File: src/rtl/prescale_pkg.sv
package prescale_pkg;

    typedef enum logic [1:0] {
        MODE_BASE    = 2'd0,
        MODE_SWALLOW = 2'd1,
        MODE_LONG    = 2'd2
    } mode_e;

    localparam int DEF_PRE_BASE   = 4;
    localparam int DEF_BACK_SHORT = 16;
    localparam int DEF_BACK_LONG  = 18;
    localparam int DEF_RISE_EDGE  = 32;

    typedef struct packed {
        logic swallow;
        logic long_len;
        logic period_end;
        logic rise_hit;
    } ctrl_t;

    function automatic mode_e decode_mode(input logic base_sel, input logic ext_sel);
        if (ext_sel) begin
            return MODE_LONG;
        end else if (base_sel) begin
            return MODE_BASE;
        end
        return MODE_SWALLOW;
    endfunction

endpackage

File: src/rtl/prescale_front.sv
module prescale_front #(
    parameter int PRE_BASE = 4,
    parameter int FW       = 3
) (
    input  logic          clk,
    input  logic          rst,
    input  logic          swallow,
    output logic [FW-1:0] cnt_o,
    output logic          wrap_o
);
    localparam logic [FW-1:0] LAST_BASE = FW'(PRE_BASE - 1);
    localparam logic [FW-1:0] LAST_SW   = FW'(PRE_BASE);

    logic [FW-1:0] cnt_q;

    always_comb begin
        wrap_o = (cnt_q == (swallow ? LAST_SW : LAST_BASE));
    end

    always_ff @(posedge clk) begin
        if (rst) begin
            cnt_q <= '0;
        end else if (wrap_o) begin
            cnt_q <= '0;
        end else begin
            cnt_q <= cnt_q + 1'b1;
        end
    end

    assign cnt_o = cnt_q;
endmodule

File: src/rtl/prescale_back.sv
module prescale_back #(
    parameter int BACK_SHORT = 16,
    parameter int BACK_LONG  = 18,
    parameter int BW         = 5
) (
    input  logic          clk,
    input  logic          rst,
    input  logic          advance,
    input  logic          long_len,
    output logic [BW-1:0] cnt_o,
    output logic          last_o
);
    localparam logic [BW-1:0] END_SHORT = BW'(BACK_SHORT - 1);
    localparam logic [BW-1:0] END_LONG  = BW'(BACK_LONG - 1);

    logic [BW-1:0] cnt_q;

    always_comb begin
        last_o = (cnt_q == (long_len ? END_LONG : END_SHORT));
    end

    always_ff @(posedge clk) begin
        if (rst) begin
            cnt_q <= '0;
        end else if (advance) begin
            cnt_q <= last_o ? '0 : cnt_q + 1'b1;
        end
    end

    assign cnt_o = cnt_q;
endmodule

File: src/rtl/prescale_ctrl.sv
module prescale_ctrl
    import prescale_pkg::*;
#(
    parameter int RISE_BACK = 7,
    parameter int BW        = 5
) (
    input  logic          clk,
    input  logic          rst,
    input  logic          base_sel,
    input  logic          ext_sel,
    input  logic          front_wrap,
    input  logic          back_last,
    input  logic [BW-1:0] back_cnt,
    output mode_e         mode_o,
    output ctrl_t         ctrl_o,
    output logic          div_out_o
);
    mode_e mode_q;
    logic  out_q;

    always_comb begin
        ctrl_o.long_len   = (mode_q == MODE_LONG);
        ctrl_o.swallow    = (mode_q == MODE_SWALLOW) && back_last;
        ctrl_o.period_end = front_wrap && back_last;
        ctrl_o.rise_hit   = front_wrap && (back_cnt == BW'(RISE_BACK));
    end

    always_ff @(posedge clk) begin
        if (rst) begin
            mode_q <= decode_mode(base_sel, ext_sel);
        end else if (ctrl_o.period_end) begin
            mode_q <= decode_mode(base_sel, ext_sel);
        end
    end

    always_ff @(posedge clk) begin
        if (rst) begin
            out_q <= 1'b1;
        end else if (ctrl_o.period_end) begin
            out_q <= 1'b0;
        end else if (ctrl_o.rise_hit) begin
            out_q <= 1'b1;
        end
    end

    assign mode_o    = mode_q;
    assign div_out_o = out_q;
endmodule

File: src/rtl/triple_prescaler.sv
module triple_prescaler
    import prescale_pkg::*;
#(
    parameter int PRE_BASE   = DEF_PRE_BASE,
    parameter int BACK_SHORT = DEF_BACK_SHORT,
    parameter int BACK_LONG  = DEF_BACK_LONG,
    parameter int RISE_EDGE  = DEF_RISE_EDGE
) (
    input  logic clk,
    input  logic rst,
    input  logic ctl_base,
    input  logic ctl_ext,
    output logic div_out
);
    localparam int FW        = $clog2(PRE_BASE + 1);
    localparam int BW        = $clog2(BACK_LONG);
    localparam int RISE_BACK = RISE_EDGE / PRE_BASE - 1;

    mode_e         mode_q;
    ctrl_t         ctl;
    logic [FW-1:0] front_cnt;
    logic          front_wrap;
    logic [BW-1:0] back_cnt;
    logic          back_last;
    logic          swallow;
    logic          period_end;
    logic          rise_hit;

    assign swallow    = ctl.swallow;
    assign period_end = ctl.period_end;
    assign rise_hit   = ctl.rise_hit;

    prescale_front #(
        .PRE_BASE (PRE_BASE),
        .FW       (FW)
    ) front_i (
        .clk     (clk),
        .rst     (rst),
        .swallow (swallow),
        .cnt_o   (front_cnt),
        .wrap_o  (front_wrap)
    );

    prescale_back #(
        .BACK_SHORT (BACK_SHORT),
        .BACK_LONG  (BACK_LONG),
        .BW         (BW)
    ) back_i (
        .clk      (clk),
        .rst      (rst),
        .advance  (front_wrap),
        .long_len (ctl.long_len),
        .cnt_o    (back_cnt),
        .last_o   (back_last)
    );

    prescale_ctrl #(
        .RISE_BACK (RISE_BACK),
        .BW        (BW)
    ) ctrl_i (
        .clk        (clk),
        .rst        (rst),
        .base_sel   (ctl_base),
        .ext_sel    (ctl_ext),
        .front_wrap (front_wrap),
        .back_last  (back_last),
        .back_cnt   (back_cnt),
        .mode_o     (mode_q),
        .ctrl_o     (ctl),
        .div_out_o  (div_out)
    );
endmodule

File: config.mk
export PLATFORM = sky130hd
export DESIGN_NAME = triple_prescaler
export DESIGN_NICKNAME = d
export VERILOG_FILES = /design/src/rtl/prescale_pkg.sv /design/src/rtl/prescale_front.sv /design/src/rtl/prescale_back.sv /design/src/rtl/prescale_ctrl.sv /design/src/rtl/triple_prescaler.sv
export SDC_FILE = /design/constraint.sdc
export NUM_CORES = 1
export LEC_CHECK = 0
export ABC_AREA = 1
export BUFFER_PORTS_ARGS = -buffer_cell sky130_fd_sc_hd__buf_2
export CAP_MARGIN = 10
export CORE_MARGIN = 5
export CORE_UTILIZATION = 45
export DETAILED_ROUTE_END_ITERATION = 10
export GPL_TIMING_DRIVEN = 0
export HOLD_SLACK_MARGIN = 0.1
export PLACE_DENSITY_LB_ADDON = 0.25
export SETUP_SLACK_MARGIN = 0.2
export SLEW_MARGIN = 40
export SYNTH_ARGS = -nofsm -noshare
export SYNTH_HDL_FRONTEND = slang
export SYNTH_SLANG_ARGS = --single-unit
File: constraint.sdc
create_clock -name clk -period 4.3 [get_ports clk]
set_input_delay 0 -clock clk [delete_from_list [all_inputs] [get_ports clk]]
set_output_delay 0 -clock clk [all_outputs]
set_load 0.01 [all_outputs]
==> qor.txt, run 1 <==
Vias in the first global route = 450
Final Wtd Congestion = 0.747
Post-Syn Area = 623 sq um
Crit-path max cell delay = 0.38 ns
Delay-heaviest family, CP = simple AND/OR/NAND/NOR gates
Netlist cell types = 19
Commonest non-fill, non-tap cell in the layout = nor2_1
Synth top area cells = dfxtp_1, edfxtp_1, nor2_1, nand2_1, inv_1
Final std cells w/o fill = 108
Adder-Cell Fraction of Synth Area = 4.02%
CP most frequent cell = nand2_4
Largest net degree at the start of global routing = 8
I/O Pins = 5
Total Power = 212 uW
Drt total wl = 992 microns
Post-layout minimum cycle time = 1.58 ns
Hold Path Class = register to register
Port Buffers = 4
Routed vias/inst = 4.66
Crit-path cells = inv_1 -> nor2_1 -> nand3_1 -> nand2_4 -> nand3_2 -> nand2_4 -> nand2_4 -> nand2_2 -> nand2_2 -> inv_1
WS Path Type = register to register
Maxcap violations = 0
Routed length per instance = 9.19 microns
Final hold vios = 0
Bufs on Longest Clock Path = 2
Critical Path Source Type = register
Worst path bufs/invs = 2
Setup_tns = 0 ns
Placed Area = 662 sq um
CTS Sinks = 11
Warnings from Yosys = 0
Clock Skew = 0.000819 ns
Syn_nets = 87
Die width = 47.2 microns
RSZ-0062 raised after global routing = no
Relative slew margins = 79.4%
Hpwl dp = 772 microns
DP Cell Count = 100
Clock transition at path regs = 0.07 ns
P_leak = 0.332 nW
Die area = 2230 sq um
Fmax = 632 MHz
Crit path DAT = 1.57 ns
Cells after Synth = 81
Top cell type's share of synthesized area = 28.9%
Sequential area share after synthesis = 38.6%
TritonCTS clock tree = yes
Area delta synth->final = 16.9%
Synth Area in Simple Gates = 40.6%
Antenna Cells = 0
Share of layout cells above drive strength 1 = 19.4%
Core area = 1300 sq um
Post-synthesis compound-gate area fraction = 3.21%
Pwr dens = 290 nW/um^2
Synth Register Bits = 11
Root Buffer Master = clkbuf_4
Worst ir drop on vdd = 0.184 mV
Required time of the worst setup path = 4.29 ns
Largest family of logic cells by synthesized area = simple AND/OR/NAND/NOR gates
Crit-path max FO = 7
Total track usage = 11.8%
Largest area contributor in the netlist = dfxtp_1
Initial Util = 47.9%
Rows = 13
Slowest stage cell, crit path = dfxtp_1
Synth Flop Type = dfxtp_1
DIE HEIGHT = 47.2 microns
Via count = 503
Clk_lat worst skew = 0.27 ns
Initial DRC Count = 3
Worst Setup End Kind = register
Antenna violations before repair = 0
Post-synth EDFFs = 2
Remaining antenna violation count = 0
Final Cycle Share = 36.8%
H-tree depth = 1
Mapped Avg Cell Area = 7.69 sq um
Outcome = complete, no violations
Final #Nets = 100
Xor/xnor share of the synthesized area = 5.62%
Final instance area = 728 sq um
First-pass iteration count of the detailed router = 2
Most frequent cells in the layout = nor2_1, nand2_1, inv_1
Ys async rst share = 0%
DRC violations left = 0
# setup viols final = 0
Slew Limit Fails = 0
CTS buffer count = 3
Post-synthesis mux area share = 0%
Worst slew pin tran = 0.309 ns
Post-CTS Setup Bufs = 0
First-pass GRT wire length = 1.79 mm
GR Overflow Total = 0
-- flip-flops by register name (all words and copies together), names as in the netlist --
name,flops
front_i.cnt_o,3
ctrl_i.mode_o,2
ctrl_i.div_out_o,1
back_i.cnt_o,5
-- final cells by class --
cell class              instances  area (sq um)
fillers                       133           573
clock buffers                   4          26.3
multi-input cells              57           333
repair buffers                  8          60.1
inverters                      12          46.3
flip-flops and latches         11           240
well taps                      15          18.8
plain buffers                   1          3.75
-- synthesized netlist by cell type, types with 2 or more instances --
library cell and n:
a21oi_1 3, nand3_2 2, nand3b_1 2, edfxtp_1 2, nand2_4 3, dfxtp_1 9
xnor2_1 2, xor2_1 2, ha_1 2, inv_1 10, nor2_1 15, nand2_2 3
nand3_1 7, nand2_1 14
-- final timing paths --
path	from	to	slack, ns	cells after the start
max	back_i.cnt_o[4]	ctrl_i.mode_o[0]	2.72	10
min	front_i.cnt_o[0]	front_i.cnt_o[0]	0.47	1
min reg2reg	front_i.cnt_o[0]	front_i.cnt_o[0]	0.47	1
max reg2reg	back_i.cnt_o[4]	ctrl_i.mode_o[0]	2.72	10
-- kinds of logic (layout without fill, tap and decap cells) --
kind of cell,after synthesis,in the layout
AO/OA/AOI/OAI,4,4
XOR/XNOR,4,4
adder cells (fa/ha/maj),2,2
buffers and inverters,13,25
flip-flops,11,11
AND/OR/NAND/NOR,47,47
-- through the flow --
step / hold WS [ns] / util [%] / worst slack, ns
2_1_floorplan: 0.0691 / - / 2.86
3_3_place_gp: 0.222 / 50.9 / 2.72
5_1_grt: 0.486 / 56.0 / 2.56
3_5_place_dp: 0.224 / 50.9 / 2.71
4_1_cts: 0.469 / 56.0 / 2.70
6_report: 0.466 / 56.0 / 2.72
-- routing by layer --
layer	global-route usage [%]	up-vias	wire length (microns)
li1	-	278	-
met2	16.5	3	429
met4	11.6	0	29
met1	15.3	218	519
met3	1.15	4	14
met5	0	-	0
-- where the power goes --
| part | total [mW] | switching, mW | leakage, nW | internal (mW) |
|---|---|---|---|---|
| Sequential | 0.116 | 0.00526 | 0.0925 | 0.111 |
| Combinational | 0.0253 | 0.0137 | 0.224 | 0.0115 |
| Clock | 0.0702 | 0.0343 | 0.0150 | 0.0359 |
| Total | 0.212 | 0.0533 | 0.332 | 0.158 |
-- what timing repair did --
| item | in CTS | in global routing |
|---|---|---|
| hold endpoints to repair | 7 | 0 |
| hold buffers | 4 | 0 |
| gates resized for setup | 0 | 0 |
No activity file was read; power rests on OpenSTA's default activity.
==> run 2, diff against run 1 <==
==> constraint.sdc (replaced) <==
create_clock -name clk -period 1.65 [get_ports clk]
set_input_delay 0 -clock clk [delete_from_list [all_inputs] [get_ports clk]]
set_output_delay 0 -clock clk [all_outputs]
set_load 0.01 [all_outputs]
==> qor.txt, run 2 (synthesis gave the netlist of run 1 again) <==
Antenna violations before repair = 0 (unchanged)
Logic gate share of total power = 15.7% (+3.8 points)
CTS buffer count = 3 (unchanged)
P_leak = 0.374 nW (+13%)
Die area = 2230 sq um (unchanged)
Worst slew pin tran = 0.266 ns (-0.0421 ns)
# setup viols final = 0 (unchanged)
Worst flop-to-flop path endpoint = ctrl_i.mode_o[0]
Fmax = 696 MHz (+10%)
TritonCTS clock tree = yes
Total Power = 578 uW (+170%)
Bufs on Longest Clock Path = 2 (unchanged)
P_int = 427 uW (+170%)
Outcome = complete, no violations
Reg2Reg Depth = 9 (-1)
Clock transition at path regs = 0.07 ns (about the same)
P_sw = 151 uW (+180%)
CP most frequent cell = nand2_4
Sequential share of power = 52.5% (-2.4 points)
Core area = 1300 sq um (unchanged)
Switching share of power = 26.1% (+0.85 points)
WS Path Type = register to register
Hpwl dp = 772 microns (unchanged)
Final Cycle Share = 87.1% (+50 points)
Worst Slack Setup Final = 0.213 ns (-2.50 ns)
Routed length per instance = 11.4 microns (+24%)
H-tree depth = 1 (unchanged)
Largest net degree at the start of global routing = 8 (unchanged)
First-pass GRT wire length = 2.13 mm (+19%)
Final hold vios = 0 (unchanged)
Worst ir drop on vdd = 0.503 mV (+170%)
Crit-path max cell delay = 0.42 ns (+0.04 ns)
Port Buffers = 4 (unchanged)
Crit-path max FO = 4 (-3)
Total track usage = 14.1% (+2.3 points)
Vias in the first global route = 522 (+16%)
Initial Util = 47.9% (unchanged)
DRC violations left = 0 (unchanged)
Relative slew margins = 82.2% (+2.8 points)
Drt total wl = 1.34 mm (+35%)
Area delta synth->final = 35.5%
Antenna Cells = 0 (unchanged)
Crit-path cells = nor2_2 -> nand3_2 -> nand2_4 -> nand3_4 -> nand2_4 -> nand2_4 -> nand2_4 -> nand2_4 -> inv_2
Post-layout minimum cycle time = 1.44 ns (-0.147 ns)
Final #Nets = 109 (+9.0%)
Hold Path Class = input pin to register
Pwr dens = 684 nW/um^2 (+140%)
Clk network pwr share = 31.7% (-1.5 points)
Pre-CTS setup slack = 0.0635 ns (-2.65 ns)
Min-delay src = rst
GR Overflow Total = 0 (unchanged)
I/O Pins = 5 (unchanged)
DIE HEIGHT = 47.2 microns (unchanged)
Commonest non-fill, non-tap cell in the layout = nand2_1
Worst Setup End Kind = register
Final std cells w/o fill = 117 (+8.3%)
First-pass iteration count of the detailed router = 4 (+2)
Crit. Startpoint = ctrl_i.mode_o[0]
Post-Route Utilization = 64.9% (+8.9 points)
Clock Skew = 0.000615 ns (-0.000204 ns)
Remaining antenna violation count = 0 (unchanged)
Most frequent cells in the layout = nand2_1, nor2_1, buf_4
Clk_lat worst skew = 0.27 ns (about the same)
Setup_tns = 0 ns (unchanged)
Hold path depth = 4 (+3)
Max FFs per register = 5 (unchanged)
Worst Hold End = back_i.cnt_o[1]
Via count = 567 (+13%)
Root Buffer Master = clkbuf_4
Rows = 13 (unchanged)
Required time of the worst setup path = 1.64 ns (-2.65 ns)
CTS Sinks = 11 (unchanged)
Final Wtd Congestion = 0.747 (unchanged)
Slew Limit Fails = 0 (unchanged)
Initial DRC Count = 14 (+11)
Die width = 47.2 microns (unchanged)
Crit path DAT = 1.43 ns (-0.14 ns)
RSZ-0062 raised after global routing = yes
Share of layout cells above drive strength 1 = 40.2% (+21 points)
Slowest stage cell, crit path = edfxtp_1
DP Cell Count = 100 (unchanged)
Worst r2r src = ctrl_i.mode_o[0]
Reg2Reg Setup Slack = 0.21 ns (-2.50 ns)
Maxcap violations = 0 (unchanged)
Routed vias/inst = 4.85 (+4.1%)
Critical Path Source Type = register
## run 2: cell count changes in the layout (fill, tap and decap cells not counted), moves of 2 or more
cell / delta
buf_4: +7
dfxtp_1: -5
inv_1: -5
inv_2: +5
nor2_1: -5
nor2_2: +5
dfxtp_2: +4
dlygate4sd3_1: +2
nand2_2: -2
nand2_4: +2
## run 2: worst max path at each step
stage / to / cells after the start / slack [ns]
2_1_floorplan: ctrl_i.mode_o[0] / 10 / 0.21
6_report: ctrl_i.mode_o[0] / 9 / 0.21
5_1_grt: ctrl_i.mode_o[0] / 9 / 0.11
4_1_cts: ctrl_i.mode_o[0] / 10 / 0.20
3_3_place_gp: ctrl_i.mode_o[0] / 10 / 0.07
3_5_place_dp: ctrl_i.mode_o[0] / 10 / 0.06
## run 2: power groups by stage
stage | clock [mW] | combinational [mW] | sequential (mW)
final | 0.183 | 0.0910 | 0.303
after global routing | 0.206 | 0.102 | 0.306
after CTS | 0.190 | 0.0844 | 0.303
after detailed placement | 0 | 0.0589 | 0.309
after global placement | 0 | 0.0583 | 0.308
after floorplan | 0 | 0.0449 | 0.307
## run 2: layer usage
metal / vias to the layer above / wire (microns) / global-route usage [%]
met5: - / 0 / 0
met4: 0 / 42 / 11.6
met3: 5 / 18 / 2.30
met2: 8 / 696 / 22.2
met1: 259 / 579 / 16.7
li1: 295 / - / -
## run 2: cell type report
type	count	area (sq um)
inverters	12	46.3
well taps	15	18.8
repair buffers	17	133
clock buffers	4	26.3
flip-flops and latches	11	249
multi-input cells	57	368
fillers	112	457
plain buffers	1	3.75
## run 2: per-stage QoR
| stage | hold slack (ns) | cell area (sq um) |
|---|---|---|
| 6_report | 0.0918 | 845 |
| 5_1_grt | 0.132 | 845 |
| 4_1_cts | 0.105 | 795 |
| 3_5_place_dp | 0.224 | 662 |
| 3_3_place_gp | 0.222 | 662 |
| 2_1_floorplan | 0.0691 | 623 |
## run 2: worst max-delay path, delay by kind of cell (launching register included)
family                 cells  cell delay, ns
buffers and inverters      1            0.05
DFF                        1            0.42
and+or+nand+nor            8            0.70
## run 2: what timing repair did
| action | 4_1_cts | 5_1_grt |
|---|---|---|
| pin swaps | 5 | 7 |
| setup endpoints to repair | 2 | 11 |
| resized for setup | 5 | 16 |
| endpoints found under the hold margin | 7 | 0 |
| setup buffers | 5 | 2 |
| hold buffers | 6 | 0 |
| gates cloned | 0 | 0 |
